## config.mk

```make
export PLATFORM = sky130hd
export DESIGN_NAME = alu_core
export DESIGN_NICKNAME = d
export VERILOG_FILES = /design/src/rtl/alu_pkg.sv /design/src/rtl/alu_ctrl.sv /design/src/rtl/alu_adder.sv /design/src/rtl/alu_datapath.sv /design/src/rtl/alu_core.sv
export SDC_FILE = /design/constraint.sdc
export NUM_CORES = 1
export LEC_CHECK = 0
export BUFFER_PORTS_ARGS = -buffer_cell sky130_fd_sc_hd__buf_2
export CAP_MARGIN = 15
export CELL_PAD_IN_SITES_DETAIL_PLACEMENT = 1
export CELL_PAD_IN_SITES_GLOBAL_PLACEMENT = 2
export CORE_UTILIZATION = 32
export DETAILED_ROUTE_END_ITERATION = 8
export PLACE_DENSITY_LB_ADDON = 0.1
export SYNTH_ARGS = -nofsm -noshare
export SYNTH_HDL_FRONTEND = slang
export SYNTH_HIERARCHICAL = 1
export SYNTH_SLANG_ARGS = --single-unit
```

## constraint.sdc

```tcl
create_clock -name vclk -period 7.53
set_input_delay 0.753 -clock vclk [all_inputs]
set_output_delay 0.753 -clock vclk [all_outputs]
set_load 0.01 [all_outputs]
```

## src/rtl/alu_pkg.sv

```systemverilog
package alu_pkg;

  // Output selector choice, decoded from function-code bits 1:0
  typedef enum logic [1:0] {
    SEL_AND  = 2'b00,
    SEL_OR   = 2'b01,
    SEL_SUM  = 2'b10,
    SEL_SIGN = 2'b11
  } outSel_e;

  // Strobes passed from decode to the datapath
  typedef struct packed {
    logic    invB;
    logic    carryIn;
    outSel_e outSel;
    logic    ovfEn;
  } aluCtrl_t;

endpackage

```

## src/rtl/alu_ctrl.sv

```systemverilog
module alu_ctrl
  import alu_pkg::*;
(
  input  logic [2:0] fnCode,
  output aluCtrl_t   ctrl
);

  always_comb begin
    ctrl.invB    = fnCode[2];
    ctrl.carryIn = fnCode[2];
    ctrl.outSel  = outSel_e'(fnCode[1:0]);
    ctrl.ovfEn   = (fnCode[1:0] == 2'b10);
  end

endmodule

```

## src/rtl/alu_adder.sv

```systemverilog
module alu_adder #(
  parameter int WIDTH = 32
) (
  input  logic [WIDTH-1:0] addA,
  input  logic [WIDTH-1:0] addB,
  input  logic             cin,
  output logic [WIDTH-1:0] sum
);

  localparam int PAD = WIDTH - 1;

  assign sum = addA + addB + {{PAD{1'b0}}, cin};

endmodule

```

## src/rtl/alu_datapath.sv

```systemverilog
module alu_datapath
  import alu_pkg::*;
#(
  parameter int WIDTH = 32
) (
  input  logic [WIDTH-1:0] opA,
  input  logic [WIDTH-1:0] opB,
  input  aluCtrl_t         ctrl,
  output logic [WIDTH-1:0] result,
  output logic             isZero,
  output logic             ovf
);

  localparam int MSB = WIDTH - 1;

  logic [WIDTH-1:0] bSel;
  logic [WIDTH-1:0] sumWord;
  logic [WIDTH-1:0] andWord;
  logic [WIDTH-1:0] orWord;
  logic [WIDTH-1:0] signWord;

  // Per-bit conditional complement of B
  for (genvar i = 0; i < WIDTH; i++) begin : g_binv
    assign bSel[i] = opB[i] ^ ctrl.invB;
  end

  alu_adder #(.WIDTH(WIDTH)) u_adder (
    .addA (opA),
    .addB (bSel),
    .cin  (ctrl.carryIn),
    .sum  (sumWord)
  );

  assign andWord  = opA & bSel;
  assign orWord   = opA | bSel;
  assign signWord = {{MSB{1'b0}}, sumWord[MSB]};

  always_comb begin
    unique case (ctrl.outSel)
      SEL_AND:  result = andWord;
      SEL_OR:   result = orWord;
      SEL_SUM:  result = sumWord;
      SEL_SIGN: result = signWord;
      default:  result = '0;
    endcase
  end

  assign isZero = ~|result;

  // Signed overflow: operands agree in sign, sum disagrees
  assign ovf = ctrl.ovfEn & (opA[MSB] ~^ bSel[MSB]) & (sumWord[MSB] ^ opA[MSB]);

endmodule

```

## src/rtl/alu_core.sv

```systemverilog
module alu_core
  import alu_pkg::*;
#(
  parameter int WIDTH = 32
) (
  input  logic [WIDTH-1:0] opA,
  input  logic [WIDTH-1:0] opB,
  input  logic [2:0]       fnCode,
  output logic [WIDTH-1:0] result,
  output logic             isZero,
  output logic             ovf
);

  aluCtrl_t ctrl;

  alu_ctrl u_ctrl (
    .fnCode (fnCode),
    .ctrl   (ctrl)
  );

  alu_datapath #(.WIDTH(WIDTH)) u_dp (
    .opA    (opA),
    .opB    (opB),
    .ctrl   (ctrl),
    .result (result),
    .isZero (isZero),
    .ovf    (ovf)
  );

endmodule

```

==> results of run 1 <==
-- layout by cell type, fill, tap and decap left out, drive strengths merged, types with 3 or more instances in the layout --
cell type and instances:
a31oi 3, a211oi 7, buf 104, nand2 33, nand4 8, nor3 5
o21ai 28, inv 11, and3 5, mux2i 3, maj3 27, o21a 5
o211ai 9, a22o 27, xnor2 21, a21o 6, nor2 15, nor2b 3
o21bai 4, ha 32, a21oi 38, nor4 9, xor2 39, nand3 9
a21boi 3, and2 4
-- layer usage --
layer / global-route usage / part of all wire
met3: 0.00418 / 0.024
met2: 0.421 / 0.49
met1: 0.315 / 0.48
met5: 0 / 0
met4: 0.00905 / 0.0029
-- power groups by stage --
| stage | sequential, µW | clock (µW) | combinational, µW |
|---|---|---|---|
| floorplan | 0 | 0 | 315 |
| global placement | 0 | 0 | 434 |
| detailed placement | 0 | 0 | 437 |
| CTS | 0 | 0 | 440 |
| global route | 0 | 0 | 482 |
| finish | 0 | 0 | 440 |
-- kinds of logic after synthesis --
kind of cell,share of synthesized area
compound gates,0.337
simple gates,0.168
fa+ha+maj,0.235
xor+xnor,0.172
buf+inv,0.0755
mux,0.0135
-- worst min-delay path, stage by stage --
cell and delay (ns):
sky130_fd_sc_hd__buf_2 0.11, sky130_fd_sc_hd__a32oi_1 0.09, sky130_fd_sc_hd__nand2_1 0.08, sky130_fd_sc_hd__buf_2 0.13
-- per-stage QoR --
| step | utilization | worst slack (ns) |
|---|---|---|
| 6_report | 0.386 | 1.97 |
| 5_1_grt | 0.386 | 1.59 |
| 4_1_cts | 0.386 | 1.91 |
| 3_5_place_dp | 0.386 | 1.91 |
| 3_3_place_gp | 0.386 | 1.97 |
| 2_1_floorplan | - | 2.53 |
-- layout make-up --
cell class	instances	area (µm²)
well taps	129	161
repair buffers	104	528
multi-input cells	371	2840
fillers	1202	5670
inverters	11	41.3
-- path summary, 6_finish.rpt --
check	end	slack (ns)	cells past startpoint
hold / removal	result[23]	1.93	4
setup / recovery	isZero	1.97	15
==> impl.org, run 1 <==
** Min path
- In this run the worst hold path is classified as in2out.
- The startpoint identified for the worst hold timing path is opA[23].

** Die
- Die extent in x :: between 90 and 100 µm
- The floorplan has 35 rows.
- Die Footprint :: 0.00997 mm²
- The floorplan step set the die height to roughly 100 µm.
- Starting density of the core :: 0.332
- Core outline area :: a little over 0.009 mm²
- Boundary Pins :: around 100

** Pwr
- Relative contribution of the clock network to total power :: 0
- IR analysis of the VDD net gives a maximum drop of a little under 40 µV.
- The share of total power dissipated in sequential elements is 0.
- Of the total power, the share spent switching nets is 0.584.
- In this run the power density over the cells is approximately 120 mW/mm².
- The analysis attributes to cell leakage a power of around 0.0016 µW.
- Summed over all nets, the switching power comes to ~260 µW.
- Final Power :: 440 µW
- The internal power of the cells totals roughly 180 µW.
- Combinational cell fraction of total power :: 1.000

** Setup path
- Critical Path Start :: fnCode[2]
- Cell type group with the largest total delay on the critical path :: compound AO/OA/AOI/OAI gates
- Cell type with the highest occurrence count on the critical path :: sky130_fd_sc_hd__buf_2
- The critical path in this run is classified as in2out.
- Worst setup SP type :: input pin
- WP data arrival :: approximately 4.8 ns
- In this design, the stage delay of the slowest critical-path cell is approximately 0.44 ns.
- Buffer and inverter count on the worst path :: 3
- Walking the worst path, the cells encountered are buf_2 -> buf_4 -> xor2_1 -> fa_1 -> a21o_1 -> nand3_1 -> a31o_2 -> o21ai_1 -> a211oi_2 -> xnor2_1 -> a22o_1 -> nor4_1 -> nand4_1 -> nor4_2 -> buf_2.
- Critical path peak fanout :: 20
- STA classifies the critical path endpoint as a primary output.
- For the worst setup path, the data required time is approximately 6.8 ns.
- Master of the slowest instance on the critical path :: sky130_fd_sc_hd__o21ai_1

** Timing
- The final-report hold violation count came to 0.
- For the finished layout, the period the worst path requires is around 5.6 ns.
- Max Clk Rate :: 180 MHz
- In the finished design, the share of the clock period the worst path needs comes to 0.738.
- The number of slew-limit violations in the final report was 0.
- Worst Hold Margin :: a little under 2 ns
- Setup-failing EPs final :: 0
- Setup repair after global routing left no endpoint under its margin.
- Worst slew margin :: 0.426
- For the pin with the worst max-slew slack, the measured transition is between 0.8 and 0.9 ns.
- Setup total negative slack :: 0 ns

** Placed design
- After detailed placement, the total cell area comes to approximately 0.0036 mm².
- Number of buffer cells added on primary ports :: around 100
- Sum of net half-perimeters after detailed placement :: around 9500 µm
- Routability-driven placement finished with a final weighted congestion of between 0.8 and 0.9.
- Including well taps, the total number of placed cells is roughly 620.

** Routing
- Final wirelength :: about 12000 µm
- Post-detailed-route DRC marker count :: 0
- After detailed routing, the average wire length per cell comes to around 19 µm.
- The routed layout has between 3000 and 4000 vias.
- Number of design-rule violations left by the first detailed-router iteration :: 100
- Routed via count divided by cell count :: around 5.7
- The detail route stage leaves a number of antenna-violating nets equal to 0.
- Detailed-routing iteration count for the pre-antenna-repair pass :: 4

** Layout
- Sequential cell count :: 0
- Flip-flop and latch area :: 0 µm²
- After the flow finishes, the layout carries non-filler instances totaling 615.
- Diode insertion count for antenna repair :: 0
- Layout Cell Area excl Fill :: 0.00357 mm²
- Of the cells placed in the final design, the portion with a size suffix greater than 1 is 0.261.
- Relative to the synthesized area, the layout overhead comes to 16.4%.
- Clock buffer instance count of the final layout :: 0
- Nets@finish :: approximately 600

** Run status
- Result of the run :: completed

** CTS
- Count of buffers added by post-CTS timing repair for setup :: 0
- Gates resized during post-CTS repair numbered 0.
- Hold buffers post-CTS :: 0

** Global route
- Leftover overflow at the end of global routing :: 0
- Initial antenna violation count :: 0
- The first global-routing pass estimated 18300 µm of wire.
- Maximum number of pins on one net before global-route repair :: 35
- The number of global-route vias before repair is approximately 3500.
- In the global route stage, overall resource usage came out at 0.229.

** Job
- The tool flagged a number of max-cap violations equal to 0.

** Synthesis
- Post-Syn Nets :: ~500
- Synth Cell Area :: ~0.0031 mm²
- Averaged over all synthesized cells, the footprint is around 7.4 µm².
- Portion of the post-synthesis area used by sequential elements :: 0
- After synthesis, the most frequently instantiated cells are sky130_fd_sc_hd__xor2_1 (39), sky130_fd_sc_hd__a21oi_1 (35), sky130_fd_sc_hd__nand2_1 (33), sky130_fd_sc_hd__ha_1 (32), sky130_fd_sc_hd__a22o_1 (27).
- Of the post-synthesis cell area, the dominant cell type holds 0.131.
- Cell with the most instances after synthesis :: sky130_fd_sc_hd__xor2_1
- After synthesis, the cell types taking the most area are sky130_fd_sc_hd__ha_1 (13%), sky130_fd_sc_hd__xor2_1 (11%), sky130_fd_sc_hd__a22o_1 (7.7%), sky130_fd_sc_hd__maj3_1 (6.5%), sky130_fd_sc_hd__xnor2_1 (6.0%).
- During synthesis, Yosys emitted a total of 6 warnings.
- Count of distinct cell types in the synthesized netlist :: 65
- sky130_fd_sc_hd__ha_1 takes more of the synthesized area than any other cell.
- Synthesis produced just over 400 cells.
(Power assumes the default switching activity.)
==> run 2, diff against run 1 <==
--- a/config.mk
+++ b/config.mk
@@ -9,7 +9,7 @@
 export CAP_MARGIN = 15
 export CELL_PAD_IN_SITES_DETAIL_PLACEMENT = 1
 export CELL_PAD_IN_SITES_GLOBAL_PLACEMENT = 2
-export CORE_UTILIZATION = 32
+export CORE_UTILIZATION = 27
 export DETAILED_ROUTE_END_ITERATION = 8
 export PLACE_DENSITY_LB_ADDON = 0.1
 export SYNTH_ARGS = -nofsm -noshare
==> constraint.sdc (replaced) <==
create_clock -name vclk -period 5.1
set_input_delay 0.51 -clock vclk [all_inputs]
set_output_delay 0.51 -clock vclk [all_outputs]
set_load 0.01 [all_outputs]
==> impl.org, run 2 (synthesis results as in run 1) <==
** Die
- Vertical extent of the die :: 109 µm (+8.7%)
- The number of top-level design ports was 101 (unchanged).
- The initial core utilization is 0.280 (-0.0514).
- The x dimension of the die came to 109 µm (+8.7%).
- FP Rows :: 38 (+8.6%)
- Core outline area :: 0.0109 mm² (+18%)
- The total die area is 0.0118 mm² (+18%).

** Layout
- Clock buffer instance count of the final layout :: 0 (unchanged)
- Final Instance Count excl. Fillers :: 630 (+2.4%)
- The sequential cell count was 0 (unchanged).
- The area taken by flip-flops and latches is 0 µm² (unchanged).
- Layout Cell Area excl Fill :: 0.00363 mm² (+1.9%)
- In the layout the commonest cells are sky130_fd_sc_hd__buf_2 (101), sky130_fd_sc_hd__xor2_1 (39), sky130_fd_sc_hd__a21oi_1 (34).
- Number of fill cells :: 1401 (+17%)
- Multi-input gate area :: 0.00286 mm² (+0.84%)
- The number of antenna cells inserted came to 0 (unchanged).
- The final core utilization was 0.332 (-0.0537).
- The library cell used most frequently in the layout, excluding fill and tap cells, is sky130_fd_sc_hd__buf_2.
- The fraction of final layout cells with drive strength greater than 1 was 0.276 (+0.0142).
- Relative to the synthesized area, the layout overhead comes to 18.6%.
- Nets@finish :: 593 (+0.68%)

** Timing
- In the finished design, the share of the clock period the worst path needs comes to 0.948.
- Based on the critical path, the design can be clocked at up to just over 200 MHz.
- Counting I/O delays and the setup requirement, the final critical path takes 4.83 ns.
- Setup-failing EPs final :: 0 (unchanged)
- Fin worst setup slack :: 0.267 ns (-1.70 ns)
- The final-report hold violation count came to 0 (unchanged).
- Count of pins over their slew limit :: 0 (unchanged)
- The transition at the pin with the smallest max-transition slack came to 0.869 ns (+0.00815 ns).
- The worst relative slew slack came to 0.419 (-0.00681).

** Setup path
- Setup crit end kind :: primary output
- In this run the worst setup path terminates at isZero.
- The maximum fanout count along the critical path is 17 (-15%).
- Worst setup SP type :: input pin
- The critical path is of the in2out type.
- Critical Path Start :: fnCode[2]
- WP data arrival :: 4.32 ns (-0.49 ns)
- The worst path required time came to 4.59 ns (-2.19 ns).

** Run status
- The run finished with clean final reports.

** Job
- The number of violations of the max-capacitance limit came to 0 (unchanged).

** Pwr
- Power per cell area :: 181 mW/mm² (+47%)
- The reported leakage power was 0.00162 µW (+1.6%).
- Worst voltage drop across the vdd grid :: 57.4 µV (+46%)

** Routing
- The total DRC errors in the routed layout is 0 (unchanged).
- Final wirelength :: 11900 µm (+2.4%)
- The routed length per placed instance is 18.8 µm (about the same).
- The via density per instance came to 5.58 (-1.5%).
- The remaining antenna violation count after routing came to 0 (unchanged).
- Number of design-rule violations left by the first detailed-router iteration :: 104 (+4.0%)
- Detailed-routing iteration count for the pre-antenna-repair pass :: 4 (unchanged)
- Routed via count :: 3515 (+0.92%)

** Global route
- Leftover overflow at the end of global routing :: 0 (unchanged)
- Initial antenna violation count :: 0 (unchanged)
- Number of global-route vias before repair :: 3559 (+1.6%)
- The overall fraction of global-route tracks in use came to 0.198 (-0.0313).
- The global-route wire length before repair is 18400 µm (+0.34%).
- Maximum number of pins on one net before global-route repair :: 35 (unchanged)

** CTS
- The number of setup buffers added after CTS is 0 (unchanged).

** Placed design
- Sum of net half-perimeters after detailed placement :: 9800 µm (+2.8%)
- Total instance count after detailed placement :: 630 (+2.4%)
- The worst slack after detailed placement is 0.235 ns (-1.68 ns).
- Number of buffer cells added on primary ports :: 101 (unchanged)
- The placed standard-cell area was 0.00361 mm² (+1.4%).
- The placer congestion estimate came to 0.805 (-7.2%).

** Min path
- Type of the worst min-delay path :: in2out
==> run 2: stage by stage <==
step | hold slack, ns | setup TNS [ns] | power, µW
2_1_floorplan | 1.18 | 0 | 465
3_3_place_gp | 1.45 | 0 | 652
3_5_place_dp | 1.45 | 0 | 653
4_1_cts | 1.45 | 0 | 658
5_1_grt | 1.49 | -0.0152 | 726
6_report | 1.45 | 0 | 658
==> run 2: what timing repair did <==
item / CTS / global route
gates resized for setup: 0 / 4
setup endpoints to repair: 0 / 1
hold buffers: 0 / 0
==> run 2: worst min path at each step <==
stage                   start        end  slack, ns  cells past startpoint
finish              fnCode[1]  result[3]       1.45                      3
global route        fnCode[1]  result[3]       1.49                      3
CTS                 fnCode[1]  result[3]       1.45                      3
detailed placement  fnCode[1]  result[3]       1.45                      3
global placement    fnCode[1]  result[3]       1.45                      3
floorplan             opA[31]        ovf       1.18                      2
==> run 2: power breakdown <==
part | internal (µW) | switching [µW] | total (µW)
sequential | 0 | 0 | 0
clock | 0 | 0 | 0
combinational | 276 | 382 | 658
==> run 2: worst max-delay path: stages <==
cell                       delay (ns)
sky130_fd_sc_hd__buf_2           0.11
sky130_fd_sc_hd__buf_4           0.30
sky130_fd_sc_hd__xor2_1          0.32
sky130_fd_sc_hd__ha_1            0.32
sky130_fd_sc_hd__a211oi_2        0.27
sky130_fd_sc_hd__o211ai_2        0.15
sky130_fd_sc_hd__and3_4          0.22
sky130_fd_sc_hd__o311ai_1        0.40
sky130_fd_sc_hd__buf_4           0.20
sky130_fd_sc_hd__and4b_1         0.19
sky130_fd_sc_hd__a311oi_1        0.05
sky130_fd_sc_hd__a22o_1          0.25
sky130_fd_sc_hd__nor4_1          0.20
sky130_fd_sc_hd__buf_4           0.16
sky130_fd_sc_hd__nand4_1         0.16
sky130_fd_sc_hd__nor4_2          0.32
sky130_fd_sc_hd__buf_2           0.17
==> run 2: routing by layer <==
| layer | vias to the layer above | share of wire | track usage |
|---|---|---|---|
| li1 | 1712 | - | - |
| met1 | 1717 | 0.45 | 0.255 |
| met2 | 78 | 0.51 | 0.376 |
| met3 | 8 | 0.031 | 0.00482 |
| met4 | 0 | 0.011 | 0.0193 |
| met5 | - | 0 | 0 |
==> run 2: cell type report <==
type               count  share of cell area
repair buffers       108               0.154
multi-input cells    371               0.787
inverters             11              0.0114
well taps            140              0.0482
